==> src/rtl/vmw_pkg.sv <==
package vmw_pkg;
  localparam int ADDR_W = 32;
  localparam int STAT_W = 8;

  localparam logic [3:0] FLT_SEC_XLATE  = 4'd5;
  localparam logic [3:0] FLT_PAGE_XLATE = 4'd7;
  localparam logic [3:0] FLT_SEC_DOM    = 4'd9;
  localparam logic [3:0] FLT_PAGE_DOM   = 4'd11;
  localparam logic [3:0] FLT_SEC_PERM   = 4'd13;
  localparam logic [3:0] FLT_PAGE_PERM  = 4'd15;

  localparam logic [1:0] ACC_STORE = 2'd1;

  typedef enum logic [1:0] {
    ST_IDLE,
    ST_L1,
    ST_L2,
    ST_FIN
  } walkState_t;

  typedef struct packed {
    logic loadReq;
    logic bypass;
    logic takeL1;
    logic takeL2;
    logic selL2;
  } walkStrobe_t;

  // Returns {read, write}
  function automatic logic [1:0] permCheck(
    input logic [1:0] ap,
    input logic [1:0] domAcc,
    input logic       isWrite,
    input logic       isUser,
    input logic [1:0] sysRom
  );
    logic [1:0] r;
    r = 2'b00;
    if (domAcc == 2'd3) begin
      r = 2'b11;
    end else begin
      case (ap)
        2'd0: begin
          if (!isWrite) begin
            case (sysRom)
              2'd1:    r = isUser ? 2'b00 : 2'b10;
              2'd2:    r = 2'b10;
              default: r = 2'b00;
            endcase
          end
        end
        2'd1:    r = isUser ? 2'b00 : 2'b11;
        2'd2:    r = isUser ? (isWrite ? 2'b00 : 2'b10) : 2'b11;
        default: r = 2'b11;
      endcase
    end
    return r;
  endfunction
endpackage

==> src/rtl/vmw_ctrl.sv <==
module vmw_ctrl
  import vmw_pkg::*;
(
  input  logic        clk,
  input  logic        rstN,
  input  logic        reqValid,
  input  logic        mmuEnable,
  input  logic        memValid,
  input  logic        l1Terminal,
  output walkStrobe_t strobe,
  output logic        memReq,
  output logic        reqReady,
  output logic        done
);
  walkState_t state, nextState;

  always_ff @(posedge clk) begin
    if (!rstN) state <= ST_IDLE;
    else       state <= nextState;
  end

  always_comb begin
    nextState = state;
    strobe    = '0;
    memReq    = 1'b0;
    reqReady  = 1'b0;
    done      = 1'b0;
    case (state)
      ST_IDLE: begin
        reqReady = 1'b1;
        if (reqValid) begin
          strobe.loadReq = 1'b1;
          if (!mmuEnable) begin
            strobe.bypass = 1'b1;
            nextState     = ST_FIN;
          end else begin
            nextState = ST_L1;
          end
        end
      end
      ST_L1: begin
        memReq = 1'b1;
        if (memValid) begin
          strobe.takeL1 = 1'b1;
          nextState     = l1Terminal ? ST_FIN : ST_L2;
        end
      end
      ST_L2: begin
        memReq       = 1'b1;
        strobe.selL2 = 1'b1;
        if (memValid) begin
          strobe.takeL2 = 1'b1;
          nextState     = ST_FIN;
        end
      end
      default: begin
        done      = 1'b1;
        nextState = ST_IDLE;
      end
    endcase
  end
endmodule

==> src/rtl/vmw_dpath.sv <==
module vmw_dpath
  import vmw_pkg::*;
#(
  parameter logic [31:0] RELOC_LIMIT = 32'h0200_0000
) (
  input  logic                clk,
  input  logic                rstN,
  input  walkStrobe_t         strobe,
  input  logic [ADDR_W-1:0]   reqAddr,
  input  logic [1:0]          reqAccess,
  input  logic                reqUser,
  input  logic [31:0]         ctrlReg,
  input  logic [31:0]         tableBase,
  input  logic [31:0]         domainReg,
  input  logic [31:0]         pidReg,
  input  logic [31:0]         memData,
  output logic [ADDR_W-1:0]   memAddr,
  output logic                l1Terminal,
  output logic [ADDR_W-1:0]   physAddr,
  output logic                permRead,
  output logic                permWrite,
  output logic [STAT_W-1:0]   faultStatus
);
  logic [ADDR_W-1:0] vaReg;
  logic              isWriteReg, isUserReg;
  logic [31:0]       l1DescReg;
  logic [1:0]        domAccReg;

  // relocation of low addresses
  logic [ADDR_W-1:0] relocAddr;
  assign relocAddr = (reqAddr < RELOC_LIMIT) ? reqAddr + pidReg : reqAddr;

  // descriptor addresses
  always_comb begin
    if (strobe.selL2) memAddr = {l1DescReg[31:10], vaReg[19:12], 2'b00};
    else              memAddr = {tableBase[31:14], vaReg[31:20], 2'b00};
  end

  // first-level decode
  logic [1:0]  l1Type, l1Dom, l1Perm;
  logic [3:0]  l1Code;
  logic [31:0] l1Phys;
  always_comb begin
    l1Type     = memData[1:0];
    l1Dom      = domainReg[{memData[8:5], 1'b0} +: 2];
    l1Perm     = 2'b00;
    l1Code     = 4'd0;
    l1Phys     = {memData[31:20], vaReg[19:0]};
    l1Terminal = 1'b1;
    if (l1Type == 2'd0) begin
      l1Code = FLT_SEC_XLATE;
    end else if (l1Dom == 2'd0 || l1Dom == 2'd2) begin
      l1Code = (l1Type == 2'd2) ? FLT_SEC_DOM : FLT_PAGE_DOM;
    end else if (l1Type == 2'd2) begin
      l1Perm = permCheck(memData[11:10], l1Dom, isWriteReg, isUserReg, ctrlReg[9:8]);
      if (l1Perm == 2'b00) l1Code = FLT_SEC_PERM;
    end else begin
      l1Terminal = 1'b0;
    end
  end

  // second-level decode
  logic [1:0]  l2Ap, l2Perm;
  logic [3:0]  l2Code;
  logic [31:0] l2Phys;
  always_comb begin
    l2Ap   = 2'b00;
    l2Perm = 2'b00;
    l2Code = 4'd0;
    l2Phys = 32'd0;
    case (vaReg[15:14])
      2'd0:    l2Ap = memData[5:4];
      2'd1:    l2Ap = memData[7:6];
      2'd2:    l2Ap = memData[9:8];
      default: l2Ap = memData[11:10];
    endcase
    case (memData[1:0])
      2'd0: l2Code = FLT_PAGE_XLATE;
      2'd1: l2Phys = {memData[31:16], vaReg[15:0]};
      2'd2: l2Phys = {memData[31:12], vaReg[11:0]};
      default: begin
        if (l1DescReg[1:0] == 2'd1) l2Code = FLT_PAGE_XLATE;
        l2Phys = {memData[31:10], vaReg[9:0]};
        l2Ap   = memData[5:4];
      end
    endcase
    if (l2Code == 4'd0) begin
      l2Perm = permCheck(l2Ap, domAccReg, isWriteReg, isUserReg, ctrlReg[9:8]);
      if (l2Perm == 2'b00) l2Code = FLT_PAGE_PERM;
    end
  end

  always_ff @(posedge clk) begin
    if (!rstN) begin
      vaReg       <= '0;
      isWriteReg  <= 1'b0;
      isUserReg   <= 1'b0;
      l1DescReg   <= '0;
      domAccReg   <= '0;
      physAddr    <= '0;
      permRead    <= 1'b0;
      permWrite   <= 1'b0;
      faultStatus <= '0;
    end else begin
      if (strobe.loadReq) begin
        vaReg      <= relocAddr;
        isWriteReg <= (reqAccess == ACC_STORE);
        isUserReg  <= reqUser;
      end
      if (strobe.bypass) begin
        physAddr    <= relocAddr;
        permRead    <= 1'b1;
        permWrite   <= 1'b1;
        faultStatus <= '0;
      end
      if (strobe.takeL1) begin
        l1DescReg <= memData;
        domAccReg <= l1Dom;
        if (l1Terminal) begin
          if (l1Code != 4'd0) begin
            physAddr    <= '0;
            {permRead, permWrite} <= 2'b00;
            faultStatus <= {2'b00, l1Dom, l1Code};
          end else begin
            physAddr    <= l1Phys;
            {permRead, permWrite} <= l1Perm;
            faultStatus <= '0;
          end
        end
      end
      if (strobe.takeL2) begin
        if (l2Code != 4'd0) begin
          physAddr    <= '0;
          {permRead, permWrite} <= 2'b00;
          faultStatus <= {2'b00, domAccReg, l2Code};
        end else begin
          physAddr    <= l2Phys;
          {permRead, permWrite} <= l2Perm;
          faultStatus <= '0;
        end
      end
    end
  end
endmodule

==> src/rtl/vm_table_walker.sv <==
module vm_table_walker
  import vmw_pkg::*;
#(
  parameter logic [31:0] RELOC_LIMIT = 32'h0200_0000
) (
  input  logic        clk,
  input  logic        rstN,
  input  logic        reqValid,
  input  logic [31:0] reqAddr,
  input  logic [1:0]  reqAccess,
  input  logic        reqUser,
  input  logic [31:0] ctrlReg,
  input  logic [31:0] tableBase,
  input  logic [31:0] domainReg,
  input  logic [31:0] pidReg,
  output logic        reqReady,
  output logic        memReq,
  output logic [31:0] memAddr,
  input  logic        memValid,
  input  logic [31:0] memData,
  output logic        done,
  output logic [31:0] physAddr,
  output logic        permRead,
  output logic        permWrite,
  output logic [7:0]  faultStatus
);
  walkStrobe_t strobe;
  logic        l1Terminal;

  vmw_ctrl uCtrl (
    .clk        (clk),
    .rstN       (rstN),
    .reqValid   (reqValid),
    .mmuEnable  (ctrlReg[0]),
    .memValid   (memValid),
    .l1Terminal (l1Terminal),
    .strobe     (strobe),
    .memReq     (memReq),
    .reqReady   (reqReady),
    .done       (done)
  );

  vmw_dpath #(.RELOC_LIMIT(RELOC_LIMIT)) uDpath (
    .clk         (clk),
    .rstN        (rstN),
    .strobe      (strobe),
    .reqAddr     (reqAddr),
    .reqAccess   (reqAccess),
    .reqUser     (reqUser),
    .ctrlReg     (ctrlReg),
    .tableBase   (tableBase),
    .domainReg   (domainReg),
    .pidReg      (pidReg),
    .memData     (memData),
    .memAddr     (memAddr),
    .l1Terminal  (l1Terminal),
    .physAddr    (physAddr),
    .permRead    (permRead),
    .permWrite   (permWrite),
    .faultStatus (faultStatus)
  );
endmodule

==> config.mk <==
export PLATFORM = sky130hd
export DESIGN_NAME = vm_table_walker
export DESIGN_NICKNAME = d
export VERILOG_FILES = /design/src/rtl/vmw_pkg.sv /design/src/rtl/vmw_ctrl.sv /design/src/rtl/vmw_dpath.sv /design/src/rtl/vm_table_walker.sv
export SDC_FILE = /design/constraint.sdc
export NUM_CORES = 1
export LEC_CHECK = 0
export BUFFER_PORTS_ARGS = -buffer_cell sky130_fd_sc_hd__buf_2
export CORE_ASPECT_RATIO = 0.75
export CORE_MARGIN = 3
export CORE_UTILIZATION = 50
export CTS_CLUSTER_DIAMETER = 200
export CTS_CLUSTER_SIZE = 10
export DETAILED_ROUTE_END_ITERATION = 12
export GPL_ROUTABILITY_DRIVEN = 0
export PLACE_DENSITY = 0.81
export SLEW_MARGIN = 20
export SYNTH_ARGS = -nofsm -noshare
export SYNTH_HDL_FRONTEND = slang
export SYNTH_SLANG_ARGS = --single-unit
export TNS_END_PERCENT = 30
==> constraint.sdc <==
create_clock -name clk -period 9 [get_ports clk]
set_input_delay 1.8 -clock clk [delete_from_list [all_inputs] [get_ports clk]]
set_output_delay 1.8 -clock clk [all_outputs]
set_load 0.01 [all_outputs]
==> summary.md, run 1 <==
| Metric | Value |
|---|---|
| Outcome | `completed` |
| Die W | `145.4 um` |
| Routed Antenna Nets | `0` |
| Hpwl dp | `17,720 um` |
| Mapped cell area | `0.007287 mm2` |
| Initial DRT Pass Iterations | `6` |
| # diodes | `0` |
| Met1 WL | `9877 um` |
| Max IR drop VDD | `0.0001208 V` |
| # rows | `37` |
| Hold Crit Class | `register to register` |
| Adder-Cell Fraction of Synth Area | `6.765%` |
| Iter 0 DRT Violations | `702` |
| Drt drc | `0` |
| Power Internal | `approximately 1100 uW` |
| CTS sink count | `104` |
| Clk network pwr share | `22.9%` |
| Post-synthesis sequential area ratio | `28.57%` |
| Layout Nets | `1,363` |
| Routed wl met2 | `10,660 um` |
| CP max-delay cell | `a21oi_1` |
| Crit path cell chain | `buf_2 > mux4_2 > mux2i_1 > mux2i_1 > a21oi_1 > nor2_1 > buf_4 > nand2_1 > a211oi_1 > a211o_1` |
| Req. time, crit path | `9230 ps` |
| # Max-Cap Violations | `0` |
| Logic pwr share | `40.9%` |
| Root buffer cell | `clkbuf_16` |
| Port Buffer Count | `around 230` |
| # hold bufs at CTS | `0` |
| Post-synth EDFFs | `0` |
| Wire per inst | `17.81 um` |
| Top post-synthesis cells by area | `dfxtp_1, nand2_1, a21oi_1` |
| Chip height | `between 100 and 150 um` |
| Num CTS Buffers | `9` |
| Pin count of the biggest net entering global routing | `56` |
| CTS tree | `yes` |
| Combinational family with the most area after synthesis | `compound AO/OA/AOI/OAI gates` |
| Synth Warn # | `0` |
| Critical Path Source Type | `input port` |
| Antenna violations before repair | `0` |
| Global-route wire length before repair | `38,120 um` |
| Share of cells above drive strength 1 | `27.14%` |
| Sw frac | `38.36%` |
| Worst Path Buf+Inv | `2` |
| Core ar. | `0.01398 mm2` |
| Synth area leader | `dfxtp_1` |
| Synthesis-stage register bit count | `~100` |
| Total Wirelength | `23,620 um` |
| Met3 WL post-DR | `2491 um` |
| Mean Syn Cell Area | `7.727 um2` |
| Post-synth top cells | `nand2_1, dfxtp_1, a21oi_1` |
| Vias after detailed routing | `7,990` |
| Post_cts resized | `0` |
| Clk slew on worst S/H paths | `roughly 70 ps` |
| Vias in the first global route | `7,529` |
| Crit end category | `register` |
| Post-CTS Setup Repair Bufs | `0` |
| Fillers | `1,298` |
| Post-synth top flop | `dfxtp_1` |
| Cell mode on critical path | `mux2i_1` |
| Cell count after placement | `~1.3k` |
| RSZ-0062 raised after global routing | `no` |
| Starting Density | `a little over half` |
| Mux cell area share after synthesis | `approximately 10%` |
| Grt total ovfl | `0` |
| Synth Area in Compound Gates | `roughly 28%` |
| Clk_lat worst skew | `340 ps` |
| Top cell type's share of synthesized area | `28.57%` |
| CP max FO | `19` |
| Setup-violating endpoint count in the final report | `0` |
| Fin crit period | `4590 ps` |
| Bufs on Longest Clock Path | `2` |
| Max-slew headroom | `26.90%` |
| GRT Total Usage | `28.36%` |
| Gate Count Post-Synth | `between 900 and 1k` |
| Max Transition Viols Final | `0` |
| Fin crit share | `between 50 and 60%` |
| Max layer used | `met4` |
| Max Clk Rate | `217.9 MHz` |
| Asr flop ratio synth | `0%` |
| Area Growth Syn to Fin | `20.42%` |
| CTS H-tree lvls | `3` |
| Critical Path AT | `just under 5000 ps` |
| Die ar. | `~0.016 mm2` |
| Leak Pwr | `0.003871 uW` |
| Final non-filler cell total | `1,326` |
| Yosys cell types | `77` |
| Most common cell in the netlist | `nand2_1` |
| Power density over cell area | `just under 200 mW/mm2` |
| Kind of critical path | `input port to register` |
| Post-synthesis simple-gate area fraction | `approximately a fifth` |
| Fin. Hold Viols | `0` |
| Post-Synth XOR/XNOR Area | `under 10%` |
| Largest delay share family, worst path | `compound AO/OA/AOI/OAI gates` |
| Crit-path max cell delay | `840 ps` |
| Boundary Pins | `276` |
| Switching Power | `667.7 uW` |
| TNS Setup | `0 ps` |
| Via density | `around 6` |
| Sequential power share | `36.2%` |
| Layout Skew | `about 5 ps` |
| Slew @ Worst Pin | `1087 ps` |
[flip-flops by register name, summed over array words and instances, names as in the netlist]
| name | count |
|---|---|
| uDpath.permWrite | 1 |
| uDpath.isUserReg | 1 |
| uDpath.physAddr | 32 |
| uDpath.vaReg | 32 |
| uDpath.permRead | 1 |
| uDpath.faultStatus | 8 |
| uDpath.isWriteReg | 1 |
| uDpath.l1DescReg | 24 |
| uDpath.domAccReg | 2 |
| uCtrl.state | 2 |
[per-layer routing]
metal | vias to the layer above | global-route usage [%]
met3 | 45 | 6.440
met5 | - | 0
met2 | 407 | 44.65
li1 | 3842 | -
met4 | 0 | 8.602
met1 | 3696 | 38.92
[tightest hold or removal path, stage by stage (launching register included)]
cell	delay, ps
dfxtp_1	310
nand2_1	50
o21ai_1	50
[cell type report]
| class | count | area, um2 | area share, % |
|---|---|---|---|
| well taps | 195 | 244.0 | 2.781 |
| inverters | 23 | 86.33 | 0.9839 |
| flip-flops and latches | 104 | 2082 | 23.73 |
| multi-input cells | 752 | 4863 | 55.43 |
| clock inverters | 6 | 68.82 | 0.7843 |
| repair buffers | 236 | 1201 | 13.69 |
| clock buffers | 10 | 229.0 | 2.609 |
[layout by cell type (no fill, tap or decap), types with 5 or more instances in the layout]
| cell | netlist | layout |
|---|---|---|
| buf_2 | 4 | 228 |
| nand2_1 | 137 | 137 |
| dfxtp_1 | 104 | 104 |
| a21oi_1 | 100 | 100 |
| nor2_1 | 67 | 66 |
| o21ai_0 | 45 | 45 |
| ha_1 | 37 | 36 |
| mux2_2 | 33 | 33 |
| o21ai_1 | 26 | 26 |
| nand3_1 | 23 | 23 |
| inv_1 | 22 | 22 |
| nor3_1 | 22 | 22 |
| a211oi_1 | 21 | 21 |
| mux2i_1 | 16 | 16 |
| a31oi_1 | 14 | 14 |
| a21o_1 | 13 | 13 |
| and3_1 | 13 | 13 |
| o211ai_1 | 12 | 12 |
| o21a_1 | 12 | 12 |
| a22oi_1 | 11 | 11 |
| mux4_2 | 9 | 9 |
| nand4_1 | 9 | 9 |
| xnor2_1 | 9 | 9 |
| clkbuf_16 | 0 | 9 |
| or3_1 | 8 | 8 |
| buf_4 | 2 | 8 |
| and2_1 | 8 | 7 |
| o22ai_1 | 7 | 7 |
| a211o_1 | 7 | 7 |
| a32oi_1 | 6 | 6 |
| xor2_1 | 6 | 6 |
| nor3b_1 | 5 | 5 |
| o31ai_1 | 5 | 5 |
[power groups by stage]
stage | Sequential (uW) | Combinational (uW) | Clock (uW)
floorplan | 634 | 460 | 0
global placement | 634 | 691 | 0
detailed placement | 636 | 703 | 0
CTS | 628 | 707 | 401
global route | 641 | 788 | 418
finish | 630 | 713 | 398
[final timing paths]
kind,start,to,slack [ps],cells past startpoint
hold reg to reg,uDpath.vaReg[5],uDpath.physAddr[5],450,2
setup / recovery,memData[5],uDpath.physAddr[23],4410,10
hold / removal,uDpath.vaReg[5],uDpath.physAddr[5],450,2
setup reg to reg,uCtrl.state[0],uDpath.physAddr[30],5630,8
[through the flow]
step           instance area (um2)  worst slack [ps]  hold WS [ps]  util (%)  power [uW]
2_1_floorplan                 7291              4918         427.6         -        1094
3_3_place_gp                  8477              4198         436.6     60.63        1325
3_5_place_dp                  8477              4142         439.1     60.63        1340
4_1_cts                       8775              4498         450.0     62.76        1735
5_1_grt                       8775              4262         471.6     62.76        1847
6_report                      8775              4410         446.1     62.76        1741
[logic make-up after synthesis]
group / after synthesis
AOI/OAI and AO/OA: 320
and+or+nand+nor: 318
other: 1
DFF: 104
buffers and inverters: 88
muxes: 58
xor gates and xnor gates: 15
adders and majority gates: 39
Power figures use the tool's default switching activity.
==> inputs of run 2 (changes only) <==
Settings changed: ABC_AREA set to 1, CORE_UTILIZATION 50 to 48, PLACE_DENSITY 0.81 to 0.79.
Clock period 9 ns to 4 ns, I/O delays scaled along.
==> run 2 against run 1 <==
  * Via count grew 30%
  * Area after synthesis is 20% higher
  * First-iteration DRC count rose by 65%
  * Critical endpoint is now memAddr[2]
  * Largest power group unchanged
==> summary.md, run 2 <==
| Metric | Value |
|---|---|
| Setup ws final | `752.1 ps (was 4410 ps)` |
| Asr flop ratio synth | `0% (unchanged)` |
| Crit end category | `primary output (was register)` |
| Routed Antenna Nets | `0 (unchanged)` |
| Pre-CTS setup slack | `891.0 ps (was 4142 ps)` |
| Boundary Pins | `276 (unchanged)` |
| Area Growth Syn to Fin | `17.60% (was 20.42%)` |
| Fin crit period | `around 3200 ps` |
| Synthesis-stage register bit count | `104 (unchanged)` |
| Core ar. | `0.01776 mm2 (was 0.01398 mm2)` |
| Kind of critical path | `register to primary output (was input port to register)` |
| CP max FO | `46 (was 19)` |
| Max Clk Rate | `307.9 MHz` |
| Post_cts resized | `0 (unchanged)` |
| Commonest non-fill, non-tap cells in the layout | `nand2_1, inv_1, buf_2 (was buf_2, nand2_1, dfxtp_1)` |
| RSZ-0062 raised after global routing | `no (unchanged)` |
| Pin count of the biggest net entering global routing | `52 (was 56)` |
| Crit-path max cell delay | `510 ps (was 840 ps)` |
| Post-synth EDFFs | `0 (unchanged)` |
| Layout Skew | `6.033 ps (was 5.022 ps)` |
| Mapped cell area | `0.008730 mm2 (was 0.007287 mm2)` |
| Num CTS Buffers | `9 (unchanged)` |
| # hold bufs at CTS | `0 (unchanged)` |
| Fin. Hold Viols | `0 (unchanged)` |
| Grt met1 use | `40.71% (was 38.92%)` |
| Chip height | `122.8 um (was 110.6 um)` |
| Commonest non-fill, non-tap cell in the layout | `nand2_1 (was buf_2)` |
| Mean Syn Cell Area | `5.751 um2 (was 7.727 um2)` |
| CTS tree | `yes (unchanged)` |
| Die ar. | `0.01986 mm2 (was 0.01607 mm2)` |
| Clk_lat worst skew | `350 ps (was 340 ps)` |
| Top Registers | `uDpath.physAddr x32, uDpath.vaReg x32, uDpath.l1DescReg x24 (unchanged)` |
| # rows | `42 (was 37)` |
| # diodes | `0 (unchanged)` |
| GRT met3 Usage | `6.781% (was 6.440%)` |
| Largest delay share family, worst path | `buffers and inverters (was compound AO/OA/AOI/OAI gates)` |
| Post-CTS Setup Repair Bufs | `0 (unchanged)` |
| Port Buffer Count | `228 (unchanged)` |
| Total design power | `4526 uW (was 1741 uW)` |
| Top post-synthesis cells by area | `dfxtp_1, nand2_1, inv_1 (was dfxtp_1, nand2_1, a21oi_1)` |
| Crit path cell chain | `inv_1 > ha_1 > inv_2 > o21ai_0 > buf_2 (was buf_2 > mux4_2 > mux2i_1 > mux2i_1 > a21oi_1 > nor2_1 > buf_4 > nand2_1 > a211oi_1 > a211o_1)` |
| Power density over cell area | `440.8 mW/mm2 (was 198.4 mW/mm2)` |
| Grt peak-use layer | `met2 (unchanged)` |
| Worst Path Buf+Inv | `3 (was 2)` |
| Fin crit share | `~81%` |
| Root buffer cell | `clkbuf_16 (unchanged)` |
| Outcome | `completed (unchanged)` |
| Top cell type's share of synthesized area | `23.85% (was 28.57%)` |
| Req. time, crit path | `3200 ps (was 9230 ps)` |
| # Max-Cap Violations | `0 (unchanged)` |
| Most common cell in the netlist | `nand2_1 (unchanged)` |
| Critical Path AT | `2450 ps (was 4820 ps)` |
| Global-route wire length before repair | `45,390 um (was 38,120 um)` |
| CTS sink count | `104 (unchanged)` |
| Bufs on Longest Clock Path | `2 (unchanged)` |
| GRT Total Usage | `28.33% (was 28.36%)` |
| Post-synthesis sequential area ratio | `23.85% (was 28.57%)` |
| Max-slew headroom | `38.07% (was 26.90%)` |
| Via density | `5.320 (was 6.026)` |
| Initial DRT Pass Iterations | `8 (was 6)` |
| Yosys cell types | `51 (was 77)` |
| Met2 GRT Util | `43.02% (was 44.65%)` |
| Antenna violations before repair | `0 (unchanged)` |
| Synth Warn # | `0 (unchanged)` |
| Clk slew on worst S/H paths | `70 ps (about the same)` |
| Total Wirelength | `29,070 um (was 23,620 um)` |
| Hold Crit Class | `register to register (unchanged)` |
| CTS H-tree lvls | `3 (unchanged)` |
| Grt total ovfl | `0 (unchanged)` |
| Drt drc | `0 (unchanged)` |
| Synth area leader | `dfxtp_1 (unchanged)` |
| Slew @ Worst Pin | `925.6 ps (was 1087 ps)` |
| Gate Count Post-Synth | `1,518 (was 943)` |
| CP max-delay cell | `o21ai_0 (was a21oi_1)` |
| Max Transition Viols Final | `0 (unchanged)` |
| TNS Setup | `0 ps (unchanged)` |
| Vias after detailed routing | `10.42k (was 7,990)` |
| Layout Nets | `1,949 (was 1,363)` |
| Post-synth top cells | `nand2_1, inv_1, nand3_1 (was nand2_1, dfxtp_1, a21oi_1)` |
| Share of cells above drive strength 1 | `17.88% (was 27.14%)` |
| Critical Path Source Type | `register (was input port)` |
| Die W | `161.7 um (was 145.4 um)` |
| Post-synth top flop | `dfxtp_1 (unchanged)` |
| Vias in the first global route | `9,072 (was 7,529)` |
| Hpwl dp | `22,680 um (was 17,720 um)` |
| Iter 0 DRT Violations | `1,155 (was 702)` |
| Max IR drop VDD | `0.0003266 V (was 0.0001208 V)` |
| Leak Pwr | `0.005749 uW (was 0.003871 uW)` |
| Setup-violating endpoint count in the final report | `0 (unchanged)` |
| Wire per inst | `14.84 um (was 17.81 um)` |
| Starting Density | `49.15% (was 52.12%)` |
-- run 2: cell types whose count changed after synthesis, sizes merged, moves of 17 or more --
cell	delta
a21oi	-20
clkbuf	-17
inv	+229
mux2	-33
nand2	+365
nand3	+139
nor2	+57
o211ai	+21
-- run 2: where the power goes --
part	internal (uW)	switching [uW]	leakage, uW
Sequential	1290	157	0.000854
Clock	508	412	0.000140
Combinational	761	1400	0.00476
Total	2560	1970	0.00575
-- run 2: layer usage --
| layer | share of wire, % | routed length [um] |
|---|---|---|
| met4 | 1.8 | 535 |
| met3 | 11 | 3330 |
| met2 | 42 | 12190 |
| met1 | 45 | 13020 |
| met5 | 0 | 0 |
-- run 2: worst paths after layout --
check / from / end / slack, ps / cells past startpoint
hold / removal: uDpath.l1DescReg[23] / uDpath.l1DescReg[23] / 450 / 2
setup / recovery: uCtrl.state[0] / memAddr[2] / 750 / 5
setup reg to reg: uCtrl.state[0] / uDpath.physAddr[30] / 1140 / 10
hold reg to reg: uDpath.l1DescReg[23] / uDpath.l1DescReg[23] / 450 / 2
-- run 2: through the flow --
step | hold slack, ps | util (%) | instances | cell area, um2
4_1_cts | 452.8 | 57.80 | 1959 | 10270
2_1_floorplan | 424.6 | - | 1519 | 8733
6_report | 451.8 | 57.80 | 1959 | 10270
5_1_grt | 480.2 | 57.80 | 1959 | 10270
3_3_place_gp | 436.5 | 56.07 | 1943 | 9960
3_5_place_dp | 443.2 | 56.07 | 1943 | 9960
-- run 2: worst min-delay path: stages (launching register included) --
cell and delay [ps]:
dfxtp_1 300, inv_1 60, a21oi_1 50
-- run 2: cell families after synthesis --
group	after synthesis	synth area share, %
fa+ha+maj	38	5.532
buf+inv	313	14.68
other cells	1	0.04296
flops	104	23.85
simple gates	840	40.99
mux	1	0.1147
xor+xnor	4	0.4014
compound gates	217	14.39
-- run 2: final cells by class --
type	instances	area, um2
Fill cell	1831	7496
Multi-Input combinational cell	1102	5375
Sequential cell	104	2082
Timing Repair Buffer	241	1239
Inverter	254	960.9
Tap cell	242	302.8
Clock buffer	11	242.7
Clock inverter	5	63.81
==> inputs of run 3 (changes only) <==
Settings changed: CORE_UTILIZATION 48 to 50.
Clock period 4 ns to 3.4 ns, I/O delays scaled along.
==> run 3 against run 2 <==
  * Clock power is 11% higher
  * Utilization grew 2.7 points
  * First-iteration DRC count down 16%
  * Final area about the same
  * Highest routed layer unchanged
  * Non-clock buffer count grew 4
  * Critical path depth increased by 1
  * Register-to-register slack barely moved
  * Critical endpoint unchanged
  * Combinational power is 18% higher
  * Global-route usage grew 1.0 points
  * Die area shrank 3.8%
  * Wire length grew 0.34%
  * Sequential power rose by 18%
==> summary.md, run 3 (same netlist as run 2, synthesis figures left out) <==
| Metric | Value |
|---|---|
| Slew @ Worst Pin | `707.2 ps (was 925.6 ps)` |
| Layout Nets | `1,953 (was 1,949)` |
| Max-slew headroom | `52.79% (was 38.07%)` |
| CTS tree | `yes (unchanged)` |
| Outcome | `completed (unchanged)` |
| Layout Skew | `10.26 ps (was 6.033 ps)` |
| Final non-filler cell total | `1,957 (was 1,959)` |
| Crit end category | `primary output (unchanged)` |
| Core ar. | `0.01698 mm2 (was 0.01776 mm2)` |
| Via density | `5.297 (was 5.320)` |
| Starting Density | `51.41% (was 49.15%)` |
| # Max-Cap Violations | `0 (unchanged)` |
| Bufs on Longest Clock Path | `2 (unchanged)` |
| TNS Setup | `0 ps (unchanged)` |
| Kind of critical path | `register to primary output (unchanged)` |
| Die W | `158.6 um (was 161.7 um)` |
| Fin crit period | `around 3000 ps` |
| Hold Crit Class | `register to register (unchanged)` |
| Commonest non-fill, non-tap cells in the layout | `nand2_1, inv_1, buf_2 (unchanged)` |
| RSZ-0062 raised after global routing | `no (unchanged)` |
| Worst Min Path Start | `uDpath.l1DescReg[23] (unchanged)` |
| Wire per inst | `14.90 um (was 14.84 um)` |
| Cell count after placement | `1,941 (was 1,943)` |
| Hpwl dp | `22,790 um (was 22,680 um)` |
| Fin. Hold Viols | `0 (unchanged)` |
| Total Wirelength | `29,170 um (was 29,070 um)` |
| Pin count of the biggest net entering global routing | `47 (was 52)` |
| CP max-delay cell | `inv_2 (was o21ai_0)` |
| Root buffer cell | `clkbuf_16 (unchanged)` |
| Antenna violations before repair | `0 (unchanged)` |
| Critical Path Source Type | `register (unchanged)` |
| Routed Antenna Nets | `0 (unchanged)` |
| Crit-path max cell delay | `530 ps (was 510 ps)` |
| CP max FO | `46 (unchanged)` |
| Chip height | `120.4 um (was 122.8 um)` |
| Commonest non-fill, non-tap cell in the layout | `nand2_1 (unchanged)` |
| Iter 0 DRT Violations | `971 (was 1,155)` |
| Die ar. | `0.01910 mm2 (was 0.01986 mm2)` |
| GRT Total Usage | `29.33% (was 28.33%)` |
| Top Registers | `uDpath.physAddr x32, uDpath.vaReg x32, uDpath.l1DescReg x24 (unchanged)` |
| Share of cells above drive strength 1 | `18.13% (was 17.88%)` |
| Num CTS Buffers | `9 (unchanged)` |
| Fin crit share | `roughly 87%` |
| CTS H-tree lvls | `3 (unchanged)` |
| Post-CTS Setup Repair Bufs | `0 (unchanged)` |
| Crit path cell chain | `inv_1 > ha_1 > buf_4 > inv_2 > o21ai_0 > buf_2 (was inv_1 > ha_1 > inv_2 > o21ai_0 > buf_2)` |
| Vias in the first global route | `9,115 (was 9,072)` |
| Critical Path AT | `2280 ps (was 2450 ps)` |
| Post_cts resized | `0 (unchanged)` |
| Area Growth Syn to Fin | `17.61% (was 17.60%)` |
| Grt total ovfl | `0 (unchanged)` |
| Clk_lat worst skew | `350 ps (about the same)` |
| Vias after detailed routing | `10.37k (was 10.42k)` |
| Leak Pwr | `0.005771 uW (was 0.005749 uW)` |
| Reg2reg start | `uCtrl.state[0] (unchanged)` |
| Max Transition Viols Final | `0 (unchanged)` |
| CTS sink count | `104 (unchanged)` |
| Global-route wire length before repair | `44,840 um (was 45,390 um)` |
| CP Launch Point | `uCtrl.state[0] (unchanged)` |
| Clk slew on worst S/H paths | `70 ps (about the same)` |
| # rows | `41 (was 42)` |
| # diodes | `0 (unchanged)` |
| Boundary Pins | `276 (unchanged)` |
| Max Clk Rate | `337.4 MHz` |
| Drt drc | `0 (unchanged)` |
| Initial DRT Pass Iterations | `6 (was 8)` |
| Req. time, crit path | `2720 ps (was 3200 ps)` |
| Setup-violating endpoint count in the final report | `0 (unchanged)` |
| Max IR drop VDD | `0.0003311 V (was 0.0003266 V)` |
| # hold bufs at CTS | `0 (unchanged)` |
| Multi-input gate area | `0.005375 mm2 (unchanged)` |
| Power density over cell area | `513.5 mW/mm2 (was 440.8 mW/mm2)` |
| Fillers | `1,744 (was 1,831)` |
| Seq. cell area | `0.002082 mm2 (unchanged)` |
| Port Buffer Count | `228 (unchanged)` |
## run 3: final cells by class
class	instances	share of cell area, %
Timing Repair Buffer	245	12.36
Tap cell	236	2.876
Inverter	254	9.359
Clock inverter	7	0.5849
Sequential cell	104	20.28
Multi-Input combinational cell	1102	52.35
Clock buffer	9	2.194
## run 3: final timing paths
| path | endpoint | slack [ps] | cells past startpoint |
|---|---|---|---|
| max | memAddr[2] | 440 | 6 |
| min | uDpath.l1DescReg[23] | 460 | 2 |
| max reg2reg | uDpath.faultStatus[1] | 1130 | 11 |
| min reg2reg | uDpath.l1DescReg[23] | 460 | 2 |
## run 3: report_power, final
part,total (uW),internal [uW],switching [uW]
Sequential,1710,1520,192
Clock,1020,514,502
Combinational,2550,904,1650
## run 3: metal layers
layer / vias to the layer above / global-route usage, % / wire [um]
li1: 5197 / - / -
met1: 4595 / 43.37 / 13250
met2: 537 / 44.60 / 12480
met3: 37 / 5.832 / 2970
met4: 0 / 5.266 / 469
met5: - / 0 / 0
## run 3: through the flow
stage | hold slack [ps] | worst slack (ps) | total power, uW | instance area, um2 | util, %
final | 458.2 | 435.8 | 5273 | 10270 | 60.47
after detailed placement | 443.5 | 549.7 | 4219 | 9982 | 58.79
after CTS | 453.6 | 474.1 | 5231 | 10270 | 60.47
after global placement | 440.1 | 605.9 | 4144 | 9982 | 58.79
after global routing | 472.1 | 284.7 | 5664 | 10270 | 60.47
after floorplan | 424.6 | 1063 | 3418 | 8733 | -
## run 3: critical path: cells and delay by family, from the launching register on
kind | cells | cell delay [ps]
AOI/OAI and AO/OA | 1 | 290
adders and majority gates | 1 | 200
buffers and inverters | 4 | 1030
DFF | 1 | 390
